**config.mk**
```make
export PLATFORM = sky130hd
export DESIGN_NAME = seed_csr_unit
export DESIGN_NICKNAME = d
export VERILOG_FILES = /design/src/rtl/seed_pkg.sv /design/src/rtl/seed_access_check.sv /design/src/rtl/seed_health.sv /design/src/rtl/seed_sample_buf.sv /design/src/rtl/seed_csr_unit.sv
export SDC_FILE = /design/constraint.sdc
export NUM_CORES = 1
export LEC_CHECK = 0
export ABC_AREA = 1
export CORE_AREA = 2 2 62 64
export CTS_BUF_LIST = sky130_fd_sc_hd__clkbuf_16
export DETAILED_ROUTE_END_ITERATION = 10
export DIE_AREA = 0 0 64 66
export DONT_BUFFER_PORTS = 1
export PLACE_DENSITY = 0.68
export RECOVER_POWER = 25
export SYNTH_ARGS = -nofsm -noshare
export SYNTH_HDL_FRONTEND = slang
export SYNTH_SLANG_ARGS = --single-unit
```
**constraint.sdc**
```tcl
create_clock -name clk -period 1.7 [get_ports clk]
set_input_delay 0.17 -clock clk [delete_from_list [all_inputs] [get_ports clk]]
set_output_delay 0.17 -clock clk [all_outputs]
set_load 0.01 [all_outputs]
```
**src/rtl/seed_pkg.sv**
```systemverilog
package seed_pkg;
  localparam int WORD_W   = 32;
  localparam int SAMPLE_W = 16;
  localparam int PRIV_W   = 2;

  typedef enum logic [1:0] {
    OPS_SELFTEST = 2'b00,
    OPS_PENDING  = 2'b01,
    OPS_READY    = 2'b10,
    OPS_FAILED   = 2'b11
  } opstate_e;

  typedef enum logic [1:0] {
    FLT_NONE    = 2'b00,
    FLT_ILLEGAL = 2'b01,
    FLT_VIRTUAL = 2'b10
  } fault_e;

  localparam logic [PRIV_W-1:0] PRIV_USER    = 2'd0;
  localparam logic [PRIV_W-1:0] PRIV_SUPER   = 2'd1;
  localparam logic [PRIV_W-1:0] PRIV_MACHINE = 2'd3;
endpackage

```
**src/rtl/seed_access_check.sv**
```systemverilog
module seed_access_check
  import seed_pkg::*;
#(
  parameter int          ADDR_W    = 12,
  parameter logic [11:0] SEED_ADDR = 12'h015,
  parameter bit          HAS_HYP   = 1'b1
) (
  input  logic [ADDR_W-1:0] addr,
  input  logic              write_en,
  input  logic [PRIV_W-1:0] priv,
  input  logic              virt,
  input  logic              useed,
  input  logic              sseed,
  output logic              hit,
  output fault_e            fault
);
  localparam logic [ADDR_W-1:0] MATCH = ADDR_W'(SEED_ADDR);

  logic virt_eff;

  generate
    if (HAS_HYP) begin : g_hyp
      assign virt_eff = virt && (priv != PRIV_MACHINE);
    end else begin : g_nohyp
      logic unused_virt;
      assign unused_virt = virt;
      assign virt_eff    = 1'b0;
    end
  endgenerate

  assign hit = (addr == MATCH);

  always_comb begin
    if (!write_en) begin
      fault = FLT_ILLEGAL;
    end else if (priv == PRIV_MACHINE) begin
      fault = FLT_NONE;
    end else if (virt_eff) begin
      fault = sseed ? FLT_VIRTUAL : FLT_ILLEGAL;
    end else if (priv == PRIV_SUPER) begin
      fault = sseed ? FLT_NONE : FLT_ILLEGAL;
    end else if (priv == PRIV_USER) begin
      fault = useed ? FLT_NONE : FLT_ILLEGAL;
    end else begin
      fault = FLT_ILLEGAL;
    end
  end
endmodule

```
**src/rtl/seed_health.sv**
```systemverilog
module seed_health #(
  parameter int BIST_CYCLES = 64
) (
  input  logic clk,
  input  logic rst_n,
  input  logic fatal_in,
  output logic bist_done,
  output logic dead
);
  localparam int              CNT_W   = $clog2(BIST_CYCLES + 1);
  localparam logic [CNT_W-1:0] CNT_END = CNT_W'(BIST_CYCLES);

  logic [CNT_W-1:0] cnt_q;
  logic             dead_q;

  always_ff @(posedge clk) begin
    if (!rst_n) begin
      cnt_q <= '0;
    end else if (cnt_q != CNT_END) begin
      cnt_q <= cnt_q + 1'b1;
    end
  end

  always_ff @(posedge clk) begin
    if (!rst_n) begin
      dead_q <= 1'b0;
    end else if (fatal_in) begin
      dead_q <= 1'b1;
    end
  end

  assign bist_done = (cnt_q == CNT_END);
  assign dead      = dead_q;

  p_dead_sticky_r10: assert property (@(posedge clk) disable iff (!rst_n)
    dead |=> dead);
  p_fatal_kills_r10: assert property (@(posedge clk) disable iff (!rst_n)
    fatal_in |=> dead);
  p_bist_once_r7: assert property (@(posedge clk) disable iff (!rst_n)
    bist_done |=> bist_done);
endmodule

```
**src/rtl/seed_sample_buf.sv**
```systemverilog
module seed_sample_buf #(
  parameter int SAMPLE_W = 16
) (
  input  logic                clk,
  input  logic                rst_n,
  input  logic                enable,
  input  logic                flush,
  input  logic                consume,
  input  logic                in_valid,
  output logic                in_ready,
  input  logic [SAMPLE_W-1:0] in_data,
  output logic                full,
  output logic [SAMPLE_W-1:0] data
);
  logic                full_q;
  logic [SAMPLE_W-1:0] data_q;
  logic                take;

  assign in_ready = enable && !full_q;
  assign take     = in_valid && in_ready;

  always_ff @(posedge clk) begin
    if (!rst_n) begin
      full_q <= 1'b0;
      data_q <= '0;
    end else if (flush) begin
      full_q <= 1'b0;
      data_q <= '0;
    end else if (consume) begin
      full_q <= 1'b0;
    end else if (take) begin
      full_q <= 1'b1;
      data_q <= in_data;
    end
  end

  assign full = full_q;
  assign data = data_q;

  p_full_blocks_r8: assert property (@(posedge clk) disable iff (!rst_n)
    full |-> !in_ready);
  p_consume_empties_r8: assert property (@(posedge clk) disable iff (!rst_n)
    consume |=> !full);
  p_hold_sample_r9: assert property (@(posedge clk) disable iff (!rst_n)
    (full && !consume && !flush) |=> (full && $stable(data)));
endmodule

```
**src/rtl/seed_csr_unit.sv**
```systemverilog
module seed_csr_unit
  import seed_pkg::*;
#(
  parameter int          ADDR_W      = 12,
  parameter logic [11:0] SEED_ADDR   = 12'h015,
  parameter bit          HAS_HYP     = 1'b1,
  parameter int          BIST_CYCLES = 64
) (
  input  logic                clk,
  input  logic                rst_n,
  input  logic                req_valid,
  input  logic [ADDR_W-1:0]   req_addr,
  input  logic                req_write,
  input  logic [PRIV_W-1:0]   req_priv,
  input  logic                req_virt,
  input  logic                cfg_useed,
  input  logic                cfg_sseed,
  input  logic                fatal_err,
  input  logic                ent_valid,
  output logic                ent_ready,
  input  logic [SAMPLE_W-1:0] ent_data,
  output logic                rsp_valid,
  output logic [WORD_W-1:0]   rsp_data,
  output logic [1:0]          rsp_fault
);
  localparam int                PAD_W = WORD_W - 2 - SAMPLE_W;
  localparam logic [ADDR_W-1:0] MATCH = ADDR_W'(SEED_ADDR);

  logic                hit;
  fault_e              fault;
  logic                bist_done;
  logic                dead;
  logic                buf_full;
  logic [SAMPLE_W-1:0] buf_data;
  opstate_e            state;
  logic                granted;
  logic                consume;

  seed_access_check #(
    .ADDR_W(ADDR_W), .SEED_ADDR(SEED_ADDR), .HAS_HYP(HAS_HYP)
  ) u_check (
    .addr(req_addr), .write_en(req_write), .priv(req_priv), .virt(req_virt),
    .useed(cfg_useed), .sseed(cfg_sseed), .hit(hit), .fault(fault)
  );

  seed_health #(.BIST_CYCLES(BIST_CYCLES)) u_health (
    .clk(clk), .rst_n(rst_n), .fatal_in(fatal_err),
    .bist_done(bist_done), .dead(dead)
  );

  seed_sample_buf #(.SAMPLE_W(SAMPLE_W)) u_buf (
    .clk(clk), .rst_n(rst_n), .enable(bist_done && !dead), .flush(dead),
    .consume(consume), .in_valid(ent_valid), .in_ready(ent_ready),
    .in_data(ent_data), .full(buf_full), .data(buf_data)
  );

  always_comb begin
    if (dead)            state = OPS_FAILED;
    else if (!bist_done) state = OPS_SELFTEST;
    else if (buf_full)   state = OPS_READY;
    else                 state = OPS_PENDING;
  end

  assign granted = req_valid && hit && (fault == FLT_NONE);
  assign consume = granted && (state == OPS_READY);

  always_ff @(posedge clk) begin
    if (!rst_n) begin
      rsp_valid <= 1'b0;
      rsp_data  <= '0;
      rsp_fault <= FLT_NONE;
    end else begin
      rsp_valid <= req_valid && hit;
      rsp_fault <= (req_valid && hit) ? fault : FLT_NONE;
      if (granted) begin
        rsp_data <= {state, {PAD_W{1'b0}},
                     (state == OPS_READY) ? buf_data : {SAMPLE_W{1'b0}}};
      end else begin
        rsp_data <= '0;
      end
    end
  end

  p_resp_due_r1: assert property (@(posedge clk) disable iff (!rst_n)
    (req_valid && req_addr == MATCH) |=> rsp_valid);
  p_miss_silent_r1: assert property (@(posedge clk) disable iff (!rst_n)
    !(req_valid && req_addr == MATCH) |=> !rsp_valid);
  p_nowrite_illegal_r2: assert property (@(posedge clk) disable iff (!rst_n)
    (req_valid && req_addr == MATCH && !req_write) |=> rsp_fault == 2'b01);
  p_machine_ok_r3: assert property (@(posedge clk) disable iff (!rst_n)
    (req_valid && req_addr == MATCH && req_write && req_priv == PRIV_MACHINE)
      |=> rsp_fault == 2'b00);
  p_pad_zero_r6: assert property (@(posedge clk) disable iff (!rst_n)
    rsp_valid |-> rsp_data[29:16] == '0);
  p_sample_gated_r6: assert property (@(posedge clk) disable iff (!rst_n)
    (rsp_valid && rsp_data[31:30] != 2'b10) |-> rsp_data[15:0] == '0);
  p_fault_zero_r9: assert property (@(posedge clk) disable iff (!rst_n)
    (rsp_valid && rsp_fault != 2'b00) |-> rsp_data == '0);
endmodule

```
# ---- Word level (Yosys, flattened, before mapping)
# Index checks and enable logic that the tools add are counted.
dict set report totals {
  wordCells 47
  mem_bits_ro 0
  reg_bits 60
  ramBits 0
  memories 0
  latch_bits 0
}
dict set report op_classes {
  div 0
  n_reduce_logical 17
  addsub 1
  n_eq_ne 7
  n_mul 0
  shift 0
  order_cmp 0
  muxes 11
  bitwise_logic 2
}
# cell count
set op_table {}
lappend op_table {{$mux W2} 9}
lappend op_table {{$eq A12 B5 Y1 const B} 1}
lappend op_table {{$add A7 B1 Y7 const B} 1}
lappend op_table {{$eq A7 B7 Y1 const B} 1}
lappend op_table {{$logic_and A1 B1 Y1} 7}
lappend op_table {{$ne A7 B7 Y1 const B} 1}
lappend op_table {{$reduce_and A2 Y1} 3}
lappend op_table {{$eq A2 B2 Y1 const B} 2}
lappend op_table {{$logic_not A2 Y1} 2}
lappend op_table {{$reduce_and A3 Y1} 1}
lappend op_table {{$reduce_or A3 Y1} 1}
lappend op_table {{$eq A2 B1 Y1 const B} 1}
lappend op_table {{$logic_not A1 Y1} 2}
lappend op_table {{$mux W1} 2}
lappend op_table {{$ne A2 B2 Y1 const B} 1}
lappend op_table {{$not A1 Y1} 2}
lappend op_table {{$reduce_or A2 Y1} 1}

# ---- Depth between registers and ports, before layout
dict set report logic_depth {
  ltp_word 11
  mapped_depth 11
  depth_no_buf 10
}

# ---- By module
# Synthesis repeated with hierarchy kept, for this count alone.
dict set report hier_totals {
  cells_unflattened 289
  area_unflattened_um2 2197.1
}
# module cells_each instances area_per_inst_um2
set by_module_without_submodules {}
lappend by_module_without_submodules {seed_sample_buf 113 1 878.3}
lappend by_module_without_submodules {seed_csr_unit 90 1 802.0}
lappend by_module_without_submodules {seed_health 55 1 396.6}
lappend by_module_without_submodules {seed_access_check 31 1 120.1}

# ---- Worst setup path before layout
# OpenSTA, ideal clock, no wires.
dict set report synth_path {
  path_kind {flip-flop to flip-flop}
  start {register u_health.cnt_q[0]}
  end {register u_buf.data_q[10] (netlist: u_buf.data[10])}
  arrival_ps 1376
  stages_incl_launch_ff 11
  path_slack_ps 212
  required_time_ps 1587
  period_less_slack_ps 1488
  path_cell_list {dfxtp_1 -> inv_1 -> ha_1 -> nand2_1 -> inv_1 -> nand3_4 -> nor3_4 -> nand2_2 -> buf_2 -> nor2_1 -> nor2_1}
}
# element line_no
set synth_rtl {}
lappend synth_rtl {{start: declaration} seed_health.sv:13} ;# logic [CNT_W-1:0] cnt_q;
lappend synth_rtl {{start signal: assignment} seed_health.sv:20} ;# cnt_q <= cnt_q + 1'b1;
lappend synth_rtl {{$eq A7 B7 Y1} seed_health.sv:32} ;# assign bist_done = (cnt_q == CNT_END);
lappend synth_rtl {{$logic_and A1 B1 Y1} seed_csr_unit.sv:52} ;# .clk(clk), .rst_n(rst_n), .enable(bist_done && !dead), .flush(dead),
lappend synth_rtl {{$logic_and A1 B1 Y1} seed_sample_buf.sv:19} ;# assign in_ready = enable && !full_q;
lappend synth_rtl {{net ent_ready} seed_csr_unit.sv:20} ;# output logic ent_ready,
lappend synth_rtl {{$logic_and A1 B1 Y1} seed_sample_buf.sv:20} ;# assign take = in_valid && in_ready;
lappend synth_rtl {{$reduce_and A2 Y1 (no line)} n/a}
lappend synth_rtl {{end signal: assignment} seed_sample_buf.sv:33} ;# data_q <= in_data;
lappend synth_rtl {{end: declaration} seed_sample_buf.sv:16} ;# logic [SAMPLE_W-1:0] data_q;
# The timed path passes the listed nets, and every way through them passes these cells.
# A chain may end at the register's enable or synchronous reset.

# ---- Final worst setup path
dict set report layout_path {
  start {register u_health.cnt_q[0]}
  end {output port ent_ready}
}
dict set report layout_between {
  elab_chain_len 3
}
# element line_no
set layout_rtl {}
lappend layout_rtl {{$eq A7 B7 Y1} seed_health.sv:32}
lappend layout_rtl {{$logic_and A1 B1 Y1} seed_csr_unit.sv:52}
lappend layout_rtl {{$logic_and A1 B1 Y1} seed_sample_buf.sv:19}
lappend layout_rtl {{end: declaration} seed_csr_unit.sv:20}
# Every way passes these cells.

==> impl_metrics.yaml <==
worst_setup_path:
  cp_max_fo: 5
  slowest_delay_ns: 0.34
  cp.required_ns: 1.53
  reg2reg_setup_slack_ns: 0.13
  critPathKind: "flop to output port"
  cp_num_buf_inv: 3
  end_kind: "output port"
  reg2reg_from: "u_health.cnt_q[0]"
  crit_top_cell: "inv_1"
  critPathSlowestCell: "dfxtp_2"
  r2r_end: "u_buf.data[12]"
  ff2ff_path_depth: 10
  critPathArrivalTime_ns: 1.44
  crit_family: "simple AND/OR/NAND/NOR gates"
  cp-start-kind: "flop"
  cp_cell_sequence: "inv_1, ha_1, nand2_1, inv_1, nand3_4, nor3_4, buf_6"
synthesis:
  ys_seq_area_share_pct: 47.9
  synthAdderAreaFrac_pct: 1.30
  synth-compound-area-share_pct: 2.47
  synth_cells: 266
  ys_top_cells_by_count: "nor2_1, nand2_1, dfxtp_1"
  muxShareOfSynthArea_pct: 0
  ys_seq_elements: 46
  yosys.area.top_type_share_pct: 47.9
  ys_types: 23
  synth-edff-count: 0
  ys.warnings.count: 0
  synthArstFlopShare_pct: 0
  ys.flop_type: "dfxtp_1"
  synthMostInstantiatedCell: "nor2_1"
  synth_top_area_cell: "dfxtp_1"
  syn_avg_cell_area_um2: 7.23
  synth_xor_area_share_pct: 1.37
  synth.area.top_cells: "dfxtp_1, nor2_1, nand2_1, inv_1, buf_4"
  synth_top_family_by_area: "simple AND/OR/NAND/NOR gates"
  syn-cell-area_um2: 1920
  synth-simple-area-share_pct: 32.1
min_path:
  hold_depth: 2
  hold_path_class: "input pin to flop"
  min-delay-start: "req_write"
  whs_endpoint: "rsp_fault[1]"
place:
  place_hpwl_um: 2290
  io_buffer_count: 0
  dp_cells: 311
  dp_slack_ns: 0.129
  gp_congestion: 0.743
grt:
  antenna_found_initial: 0
  grt_start_max_net_pins: 33
  grt_usage_pct: 16.3
  grt_pass1_wl_um: 5240
  grt_pass1_vias: 1216
  grt.overflow.total: 0
status:
  status: "finished clean"
clock_network:
  clock_sinks: 46
  cts_buffer_depth: 2
  cts_tree: "built"
  cts_buffers: 5
  htree_levels: 2
  hold_buffers: 0
  clock_latency_ns: 0.28
  clock-root-buffer: "clkbuf_16"
  clk_pin_slew_worst_paths_ns: 0.06
power:
  ir_worst_vdd_mv: 0.620
  power_density_nw_per_um2: 1060
  leakage_nw: 1.02
die:
  pin_count: 75
  dieHeight_um: 66
  die_x_um: 64
  row_count: 22
  start_util_pct: 54.2
  coreArea_um2: 3550
  dieArea_um2: 4220
timing:
  fin_crit_ns: 1.61
  drv_slew: 0
  setup_viol: 0
  fin_skew_ns: 0.00338
  finalHoldViolCount: 0
  max_freq_mhz: 620
  fin_ws_ns: 0.0879
  finalCritPeriodShare_pct: 94.8
route:
  wl_um: 3280
  drc: 0
  vias: 1415
  viasPerCell: 4.41
  wl_per_cell_um: 10.2
  drt-initial-drc-count: 116
  ant_nets: 0
  firstDrtPassIters: 4
flow_run:
  maxCapViolations: 0
cells_and_area:
  antenna_cells_inserted: 0
  drive_gt1_share_pct: 6.96
  fin_nets: 313
  syn_to_final_growth_pct: 9.50
  fin_cells: 321
## stage by stage
stage	TNS (ns)	util [%]	total power [W]	cell area, µm²	hold slack (ns)
6_report	0	59.3	0.00223	2110	0.00799
4_1_cts	0	58.4	0.00225	2070	0.00514
2_1_floorplan	0	-	0.00120	1970	0.286
3_3_place_gp	0	53.8	0.00119	1910	0.290
3_5_place_dp	0	53.8	0.00119	1910	0.295
5_1_grt	-0.0433	59.3	0.00230	2110	0.0115
## how the worst max path moves through the flow
stage | startpoint | end | slack (ns) | cells after the start
floorplan | u_health.cnt_q[0] | u_buf.data[10] | 0.21 | 10
global placement | u_health.cnt_q[0] | u_buf.data[12] | 0.16 | 11
detailed placement | u_health.cnt_q[0] | rsp_data[9] | 0.13 | 8
CTS | u_health.cnt_q[0] | ent_ready | 0.09 | 7
global route | u_health.cnt_q[0] | u_buf.data[4] | -0.03 | 11
finish | u_health.cnt_q[0] | ent_ready | 0.09 | 7
## per-layer routing
layer | vias up | track usage (%) | share of wire (%)
met5 | - | 0 | 0
met2 | 43 | 27.1 | 48
met1 | 601 | 18.4 | 43
met4 | 0 | 4.89 | 0.30
met3 | 2 | 8.18 | 8.6
li1 | 769 | - | -
## final cells by class
class	instances	area, µm²
Fill cell	322	1450
Clock buffer	5	125
Timing Repair Buffer	5	45.0
Inverter	37	139
Multi-Input combinational cell	177	777
Clock inverter	3	37.5
Tap cell	48	60.1
Sequential cell	46	922
## worst register-to-register path: stages (launching register included)
cell	delay, ns
dfxtp_2	0.34
inv_1	0.05
ha_1	0.13
nand2_1	0.05
inv_1	0.10
nand3_4	0.09
nor3_4	0.24
nand2_2	0.07
buf_6	0.18
nor2_1	0.14
nor2_1	0.06
## report_power, final
| group | leakage [nW] | switching (W) | internal [W] |
|---|---|---|---|
| sequential | 0.371 | 0.00000997 | 0.00109 |
| clock | 0.0864 | 0.000379 | 0.000682 |
| combinational | 0.566 | 0.0000508 | 0.0000232 |
| total | 1.02 | 0.000440 | 0.00179 |
## placed cells by master, fill, tap and decap left out
master | netlist | routed
nor2_2 | 3 | 3
ha_1 | 2 | 2
nand2_1 | 56 | 56
nand3_1 | 5 | 5
and2_1 | 1 | 1
clkbuf_16 | 0 | 5
nand3_4 | 1 | 2
bufinv_16 | 0 | 1
buf_6 | 2 | 2
or3_1 | 1 | 1
o21ai_0 | 2 | 2
nand4_1 | 1 | 1
o31ai_1 | 1 | 1
dfxtp_2 | 0 | 1
xor2_1 | 3 | 3
a21oi_1 | 6 | 6
nor2_1 | 76 | 76
conb_1 | 1 | 14
nand2_2 | 1 | 1
dfxtp_1 | 46 | 45
inv_1 | 37 | 39
buf_4 | 14 | 3
nor3_1 | 2 | 2
nor3_4 | 1 | 1
## timing repair
action                                  CTS  global route
endpoints found under the hold margin     0             0
gates resized for setup                   0             4
endpoints found under the setup margin    0            18
setup buffers                             0             2
## sequential cells by signal, summed over array words and instances, names as in the netlist
signal and cells:
rsp_data 18, u_health.dead 1, u_health.cnt_q 7, rsp_valid 1, rsp_fault 2, u_buf.data 16
u_buf.full 1
## cells by family (layout without fill, tap and decap cells)
logic type      Yosys count  after routing
simple gates            149            149
buf+inv                  56             50
flops                    46             46
compound gates            9              9
xor+xnor                  3              3
fa+ha+maj                 2              2
other cells               1             14
Power figures use the tool's default switching activity.
